<file path="config.mk">
export PLATFORM = sky130hd
export DESIGN_NAME = pinsense_unit
export DESIGN_NICKNAME = d
export VERILOG_FILES = /design/src/rtl/pinsense_pkg.sv /design/src/rtl/pinsense_ctrl.sv /design/src/rtl/pinsense_dp.sv /design/src/rtl/pinsense_unit.sv
export SDC_FILE = /design/constraint.sdc
export NUM_CORES = 1
export LEC_CHECK = 0
export ABC_CLOCK_PERIOD_IN_PS = 1590
export BUFFER_PORTS_ARGS = -buffer_cell sky130_fd_sc_hd__buf_2
export CELL_PAD_IN_SITES_DETAIL_PLACEMENT = 1
export CELL_PAD_IN_SITES_GLOBAL_PLACEMENT = 2
export CORE_AREA = 2 2 150 152
export DETAILED_ROUTE_END_ITERATION = 8
export DIE_AREA = 0 0 152 154
export HOLD_SLACK_MARGIN = 0.15
export PLACE_DENSITY = 0.93
export SLEW_MARGIN = 20
export SYNTH_ARGS = -nofsm -noshare
export SYNTH_HDL_FRONTEND = slang
export SYNTH_SLANG_ARGS = --single-unit
</file>
<file path="constraint.sdc">
create_clock -name clk -period 1.59 [get_ports clk]
set_input_delay 0.0795 -clock clk [delete_from_list [all_inputs] [get_ports clk]]
set_output_delay 0.0795 -clock clk [all_outputs]
set_load 0.05 [all_outputs]
</file>
<file path="src/rtl/pinsense_pkg.sv">
package pinsense_pkg;
  localparam int CMD_W = 4;

  localparam logic [CMD_W-1:0] CMD_MASK_ON    = 4'd0;
  localparam logic [CMD_W-1:0] CMD_MASK_OFF   = 4'd1;
  localparam logic [CMD_W-1:0] CMD_ALT_ON     = 4'd2;
  localparam logic [CMD_W-1:0] CMD_ALT_OFF    = 4'd3;
  localparam logic [CMD_W-1:0] CMD_KIND_EDGE  = 4'd4;
  localparam logic [CMD_W-1:0] CMD_KIND_LEVEL = 4'd5;
  localparam logic [CMD_W-1:0] CMD_POL_LOW    = 4'd6;
  localparam logic [CMD_W-1:0] CMD_POL_HIGH   = 4'd7;

  typedef struct packed {
    logic maskOn;
    logic maskOff;
    logic altOn;
    logic altOff;
    logic kindEdge;
    logic kindLevel;
    logic polLow;
    logic polHigh;
    logic statusClr;
  } ctrlStrobe_t;
endpackage

</file>
<file path="src/rtl/pinsense_ctrl.sv">
module pinsense_ctrl
  import pinsense_pkg::*;
(
  input  logic             clk,
  input  logic             rstN,
  input  logic             wrEn,
  input  logic [CMD_W-1:0] wrCmd,
  input  logic             rdEn,
  output ctrlStrobe_t      strb
);
  always_comb begin
    strb           = '0;
    strb.statusClr = rdEn;
    if (wrEn) begin
      case (wrCmd)
        CMD_MASK_ON:    strb.maskOn    = 1'b1;
        CMD_MASK_OFF:   strb.maskOff   = 1'b1;
        CMD_ALT_ON:     strb.altOn     = 1'b1;
        CMD_ALT_OFF:    strb.altOff    = 1'b1;
        CMD_KIND_EDGE:  strb.kindEdge  = 1'b1;
        CMD_KIND_LEVEL: strb.kindLevel = 1'b1;
        CMD_POL_LOW:    strb.polLow    = 1'b1;
        CMD_POL_HIGH:   strb.polHigh   = 1'b1;
        default: ;
      endcase
    end
  end

  // one command drives at most one setting strobe
  a_r5_single_strobe: assert property (@(posedge clk) disable iff (!rstN)
    $onehot0({strb.maskOn, strb.maskOff, strb.altOn, strb.altOff,
              strb.kindEdge, strb.kindLevel, strb.polLow, strb.polHigh}));

  // codes above the defined range raise no strobe
  a_r9_unused_code: assert property (@(posedge clk) disable iff (!rstN)
    (wrEn && wrCmd[CMD_W-1]) |->
      !(|{strb.maskOn, strb.maskOff, strb.altOn, strb.altOff,
          strb.kindEdge, strb.kindLevel, strb.polLow, strb.polHigh}));
endmodule

</file>
<file path="src/rtl/pinsense_dp.sv">
module pinsense_dp
  import pinsense_pkg::*;
#(
  parameter int NUM_PINS = 32
)(
  input  logic                clk,
  input  logic                rstN,
  input  logic [NUM_PINS-1:0] pinIn,
  input  logic [NUM_PINS-1:0] wrData,
  input  ctrlStrobe_t         strb,
  output logic [NUM_PINS-1:0] statusRd,
  output logic                irq
);
  localparam int PW = NUM_PINS;

  logic [PW-1:0] maskQ, altQ, kindQ, polQ;
  logic [PW-1:0] prevPin, statusQ, evt;
  logic          primed;

  function automatic logic [PW-1:0] setClr(input logic [PW-1:0] cur,
                                           input logic setS, input logic clrS,
                                           input logic [PW-1:0] sel);
    logic [PW-1:0] r;
    r = cur;
    if (setS) r = r | sel;
    if (clrS) r = r & ~sel;
    return r;
  endfunction

  always_ff @(posedge clk) begin
    if (!rstN) begin
      maskQ   <= '0;
      altQ    <= '0;
      kindQ   <= '0;
      polQ    <= '0;
      prevPin <= '0;
      statusQ <= '0;
      primed  <= 1'b0;
    end else begin
      maskQ   <= setClr(maskQ, strb.maskOn,    strb.maskOff,  wrData);
      altQ    <= setClr(altQ,  strb.altOn,     strb.altOff,   wrData);
      kindQ   <= setClr(kindQ, strb.kindLevel, strb.kindEdge, wrData);
      polQ    <= setClr(polQ,  strb.polHigh,   strb.polLow,   wrData);
      prevPin <= pinIn;
      primed  <= 1'b1;
      statusQ <= (strb.statusClr ? '0 : statusQ) | evt;
    end
  end

  for (genvar i = 0; i < PW; i++) begin : g_pin
    logic rise, fall;
    assign rise = primed & pinIn[i] & ~prevPin[i];
    assign fall = primed & ~pinIn[i] & prevPin[i];

    always_comb begin
      if (!altQ[i])     evt[i] = rise | fall;
      else if (kindQ[i]) evt[i] = (pinIn[i] == polQ[i]);
      else              evt[i] = polQ[i] ? rise : fall;
    end

    a_r2_both_edges: assert property (@(posedge clk) disable iff (!rstN)
      (primed && !altQ[i] && (pinIn[i] != prevPin[i])) |=> statusQ[i]);

    a_r3_no_wrong_edge: assert property (@(posedge clk) disable iff (!rstN)
      (altQ[i] && !kindQ[i] && polQ[i] && !pinIn[i] && !statusQ[i]) |=> !statusQ[i]);

    a_r4_level_refire: assert property (@(posedge clk) disable iff (!rstN)
      (altQ[i] && kindQ[i] && (pinIn[i] == polQ[i])) |=> statusQ[i]);

    a_r7_sticky: assert property (@(posedge clk) disable iff (!rstN)
      (statusQ[i] && !strb.statusClr) |=> statusQ[i]);
  end

  assign statusRd = statusQ;
  assign irq      = |(statusQ & maskQ);

  a_r1_first_cycle_quiet: assert property (@(posedge clk) disable iff (!rstN)
    (!primed && !(|altQ)) |=> (statusQ == '0));
endmodule

</file>
<file path="src/rtl/pinsense_unit.sv">
module pinsense_unit
  import pinsense_pkg::*;
#(
  parameter int NUM_PINS = 32
)(
  input  logic                clk,
  input  logic                rstN,
  input  logic [NUM_PINS-1:0] pinIn,
  input  logic                wrEn,
  input  logic [3:0]          wrCmd,
  input  logic [NUM_PINS-1:0] wrData,
  input  logic                rdEn,
  output logic [NUM_PINS-1:0] statusRd,
  output logic                irq
);
  ctrlStrobe_t strb;

  pinsense_ctrl i_ctrl (
    .clk(clk), .rstN(rstN), .wrEn(wrEn), .wrCmd(wrCmd), .rdEn(rdEn), .strb(strb)
  );

  pinsense_dp #(.NUM_PINS(NUM_PINS)) i_dp (
    .clk(clk), .rstN(rstN), .pinIn(pinIn), .wrData(wrData), .strb(strb),
    .statusRd(statusRd), .irq(irq)
  );
endmodule

</file>
**Word-level counts from Yosys, hierarchy flattened**

Index checks and enable logic that the tools add are counted.

- Bits in registers: 193
- Latch bits: 0
- ROM bits: 0
- Word-level logic and storage cells: 402
- Bits of input ports: 72
- Memory bits (writable): 0
- Output and inout bits: 33
- Memories kept: 0

- Order comparisons: 0
- $add $sub $neg: 0
- Shift-type cells: 0
- Muxes and demuxes: 119
- Reductions and logical operators: 2
- Multiply operators: 0
- Bitwise gates (word level): 235
- Equal/unequal tests: 39
- Div/mod/pow operators: 0

Operator list:

| cell | count |
|---|---|
| two-way mux 32 bit | 13 |
| bitwise AND 32 bit | 5 |
| bitwise OR 32 bit | 5 |
| bitwise AND 1 bit | 128 |
| two-way mux 1 bit | 105 |
| NOT 1 bit | 64 |
| equality test 1 bit | 32 |
| NOT 32 bit | 1 |
| bitwise OR 1 bit | 32 |
| OR reduction 32 bit | 1 |
| equality test 4 x 3 -> 1 bit, second input constant | 4 |
| equality test 4 x 2 -> 1 bit, second input constant | 2 |
| two-way mux 8 bit | 1 |
| equality test 4 x 1 -> 1 bit, second input constant | 1 |
| logical NOT 4 bit | 1 |

**Depth between registers and ports, before layout**

- Word-level depth: 7
- Depth in mapped cells: 5
- Depth with buffers taken out: 3

**By module**

A second synthesis with hierarchy kept.

- Cells, all modules: 883
- Area total of the unflattened synthesis: 7881.3 um2

Modules (own cells, without submodules):

| module | area each (um2) | sequential area each (um2) | instances | cells an instance |
|---|---|---|---|---|
| pinsense_dp | 7801.2 | 3863.7 | 1 | 869 |
| pinsense_ctrl | 80.1 | 0.0 | 1 | 14 |

**Worst setup path after synthesis**

OpenSTA, ideal clock, no wires.

- Path type: reg-to-output
- From: reg i_dp.statusQ[25], in the netlist i_dp.statusRd[25]
- To: out irq
- Stages on the path, launching flop included: 4
- Slack: -68 ps
- Buffers on the path: 0
- Required time: 1510 ps
- Arrival: 1579 ps
- Path through: dfxtp_1 > a22oi_1 > nand4_1 > or4_1

- Cells in the longest elaborated chain, start to end: 2

RTL lines:

| element | RTL line | source |
|---|---|---|
| from (decl) | pinsense_dp.sv:17 | `logic [PW-1:0] prevPin, statusQ, evt;` |
| from (signal assigned) | pinsense_dp.sv:46 | `statusQ <= (strb.statusClr ? '0 : statusQ) \| evt;` |
| bitwise AND 32 bit | pinsense_dp.sv:75 | `assign irq = \|(statusQ & maskQ);` |
| OR reduction 32 bit | pinsense_dp.sv:75 |  |
| to (decl) | pinsense_unit.sv:14 | `output logic irq` |

Every way passes these cells.

**Final worst setup path**

Same ends and word-level chain as after synthesis.

==> flow_metrics.env <==
export IMPL_cp_required_ns=1.51
export IMPL_globalRouteTotalUtil_pct=22.5
export IMPL_floorplan_die_area_um2=23400
export IMPL_crit_path_max_fo=2
export IMPL_end_kind="primary output"
export IMPL_initial_utilization_pct=40.8
export IMPL_synth_cell_types=33
export IMPL_final_setup_viol_count=1
export IMPL_ys_top_cells_by_area="dfxtp_1 (44%), a31oi_1 (9.0%), a211oi_2 (8.8%)"
export IMPL_rrSetupSlack_ns=0.42
export IMPL_layout_filler_cells=2356
export IMPL_min_delay_path_depth=5
export IMPL_root_cell_of_the_clock_tree="clkbuf_16"
export IMPL_die_w_um=152
export IMPL_worst_hold_check_path_type="input port to flip-flop"
export IMPL_synth_ff_latch_count=193
export IMPL_top_level_pins=105
export IMPL_crit_slowest_cell="or4_4"
export IMPL_post_synth_instance_area_um2=8850
export IMPL_post_place_cells=1127
export IMPL_numCtsBuffers=17
export IMPL_antenna_violating_nets_post_route=0
export IMPL_first_pass_grt_wire_length_um=41900
export IMPL_depth_of_the_worst_register_to_register_path=4
export IMPL_avgRoutedWirePerCell_um=21.6
export IMPL_antenna_found_initial=0
export IMPL_numPortBuffers=104
export IMPL_routed_wirelength_um=26500
export IMPL_n_antenna_cell=0
export IMPL_worst_slew_pin_slew_ns=0.416
export IMPL_share_of_async_settable_or_async_resettable_flops_after_synthesis_pct=0
export IMPL_timing_max_transition_violations_final=0
export IMPL_synth_top_cells_by_count="dfxtp_1 (193), a31oi_1 (128), a211oi_1 (66)"
export IMPL_worstReg2RegStart="i_dp.primed"
export IMPL_cell_taking_the_most_area_after_synthesis="dfxtp_1"
export IMPL_synth_fp_nets=879
export IMPL_setup_worst_path_class="flip-flop to primary output"
export IMPL_cp_top_family="simple AND/OR/NAND/NOR gates"
export IMPL_achievable_frequency_mhz=500
export IMPL_clkSlewWorstSetupHoldPaths_ns=0.07
export IMPL_final_layout_size_suffix_gt1_share_pct=27.0
export IMPL_global_route_overflow_total=0
export IMPL_startpoint_type="flip-flop"
export IMPL_die_h_um=154
export IMPL_yosys_area_top_type_share_pct=43.6
export IMPL_gp_congestion=0.851
export IMPL_synthMostInstantiatedCell="dfxtp_1"
export IMPL_via_per_inst=5.86
export IMPL_grt_setup_unrepaired="yes"
export IMPL_power_density_over_the_cells_nw_per_um2=1080
export IMPL_critical_path_cell_chain="a22oi_2, nand4_1, or4_4, buf_8"
export IMPL_pre_cts_ws_ns=-0.0741
export IMPL_worstReg2RegEnd="i_dp.statusRd[18]"
export IMPL_worst_path_largest_cell_delay_ns=0.58
export IMPL_synth_enable_flop_cells=0
export IMPL_rows=54
export IMPL_clock_skew_ns=0.00783
export IMPL_hold_end="i_dp.statusRd[20]"
export IMPL_cts_num_sinks=193
export IMPL_syn_mean_instance_area_um2=11.0
export IMPL_finalNetCount=1003
export IMPL_cts_buffer_depth=2
export IMPL_clock_latency_ns=0.44
export IMPL_via_count_of_the_first_global_routing_pass=7391
export IMPL_ys_warn_count=0
export IMPL_irDropWorstVdd_uv=735
export IMPL_hold_viol=0
export IMPL_timing_slew_headroom_pct=72.3
export IMPL_core_region_area_um2=21700
export IMPL_critPathBufInv=1
export IMPL_htree_levels=4
export IMPL_drtPass1Iterations=5
export IMPL_tritoncts_clock_tree="built"
export IMPL_area_growth_synth_to_final_pct=18.2
export IMPL_instances_no_fill=1224
export IMPL_final_period_minus_worst_setup_slack_ns=2.00
export IMPL_fin_crit_sh_pct=126
export IMPL_finalWorstSetupSlack_ns=-0.411
export IMPL_timing_hold_worst_start="rdEn"
export IMPL_dominantRegCellSynth="dfxtp_1"
export IMPL_power_leakage_uw=0.00372
export IMPL_drt_initial_drc_count=412
export IMPL_post_route_drc_count=0
export IMPL_synth_seq_area_share_pct=43.6
export IMPL_cp_data_arrival_time_ns=1.92
export IMPL_place_hpwl_um=16900
export IMPL_postSynthCellCount=807
export IMPL_grt_max_degree=65
export IMPL_violations="setup timing"
export IMPL_status="complete, but fails checks"
export IMPL_vias=7174
export IMPL_maxCapViolCount=0
## logic make-up after synthesis
group / after synthesis / synth area share, %
XOR/XNOR: 65 / 6.43
buffers and inverters: 104 / 12.2
AO/OA/AOI/OAI: 368 / 32.9
flip-flops: 193 / 43.6
AND/OR/NAND/NOR: 77 / 4.86
## per-stage QoR
step	total power, uW	hold slack, ns	instance area, um2	TNS (ns)	util, %
5_1_grt	11700	0.271	10500	-0.426	48.2
3_5_place_dp	6510	0.338	9100	-0.0741	42.0
2_1_floorplan	6180	0.107	8860	0	-
6_report	11300	0.247	10500	-0.411	48.2
4_1_cts	11300	0.223	10400	-0.422	48.1
3_3_place_gp	6480	0.334	9100	-0.0572	42.0
## report_power, final
part / switching, uW / leakage (uW) / internal (uW)
clock network: 1920 / 0.000312 / 2830
logic: 922 / 0.00183 / 559
registers: 99.7 / 0.00157 / 4980
## layer usage
metal / wire length [um] / track usage [%]
met1: 11800 / 28.3
met2: 12800 / 38.1
met3: 1020 / 4.17
met4: 830 / 9.08
met5: 0 / 0
## placed cells by master, fill, tap and decap left out, drive strengths merged
cell           n
nor2           1
inv            4
or4            1
clkinvlp       3
xor2          31
buf          141
a211oi       128
a22oi         16
and4bb         2
a211o         32
clkbuf        18
clkinv         5
a2bb2oi       31
dfxtp        193
nor3           1
and3b          1
bufinv         5
nand2         31
xnor2         34
nand4          4
and3           2
dlygate4sd3   65
nor2b          1
and2          33
a31oi        128
a21oi         32
a32oi          1
## worst min-delay path, cell delays in order
cell and delay (ns):
buf_2 0.08, inv_1 0.06, buf_12 0.18, a2bb2oi_1 0.16
a21oi_1 0.07
## how the worst max path moves through the flow
stage | start | endpoint | slack (ns) | cells after the start
2_1_floorplan | i_dp.statusRd[25] | irq | 0.06 | 3
3_3_place_gp | i_dp.statusRd[18] | irq | -0.06 | 4
3_5_place_dp | i_dp.statusRd[25] | irq | -0.07 | 4
4_1_cts | flip-flop | irq | -0.42 | 4
5_1_grt | i_dp.statusRd[25] | irq | -0.43 | 4
6_report | i_dp.statusRd[25] | irq | -0.41 | 4
## area by class of cell
type	instances	area, um2	share of cell area, %
inverter	3	16.3	0.155
multi-input combinational	510	3970	37.9
timing repair buffer	206	1610	15.4
tap	280	350	3.35
clock buffer	18	439	4.20
sequential	193	3870	37.0
clock inverter	14	210	2.01
## timing repair
action	CTS	global route
pin swaps	3	4
gates resized for setup	6	9
hold buffers	65	0
setup endpoints to repair	1	1
buffers inserted	0	0
endpoints found under the hold margin	191	0
Note: power is estimated with default switching activity, not from simulation.
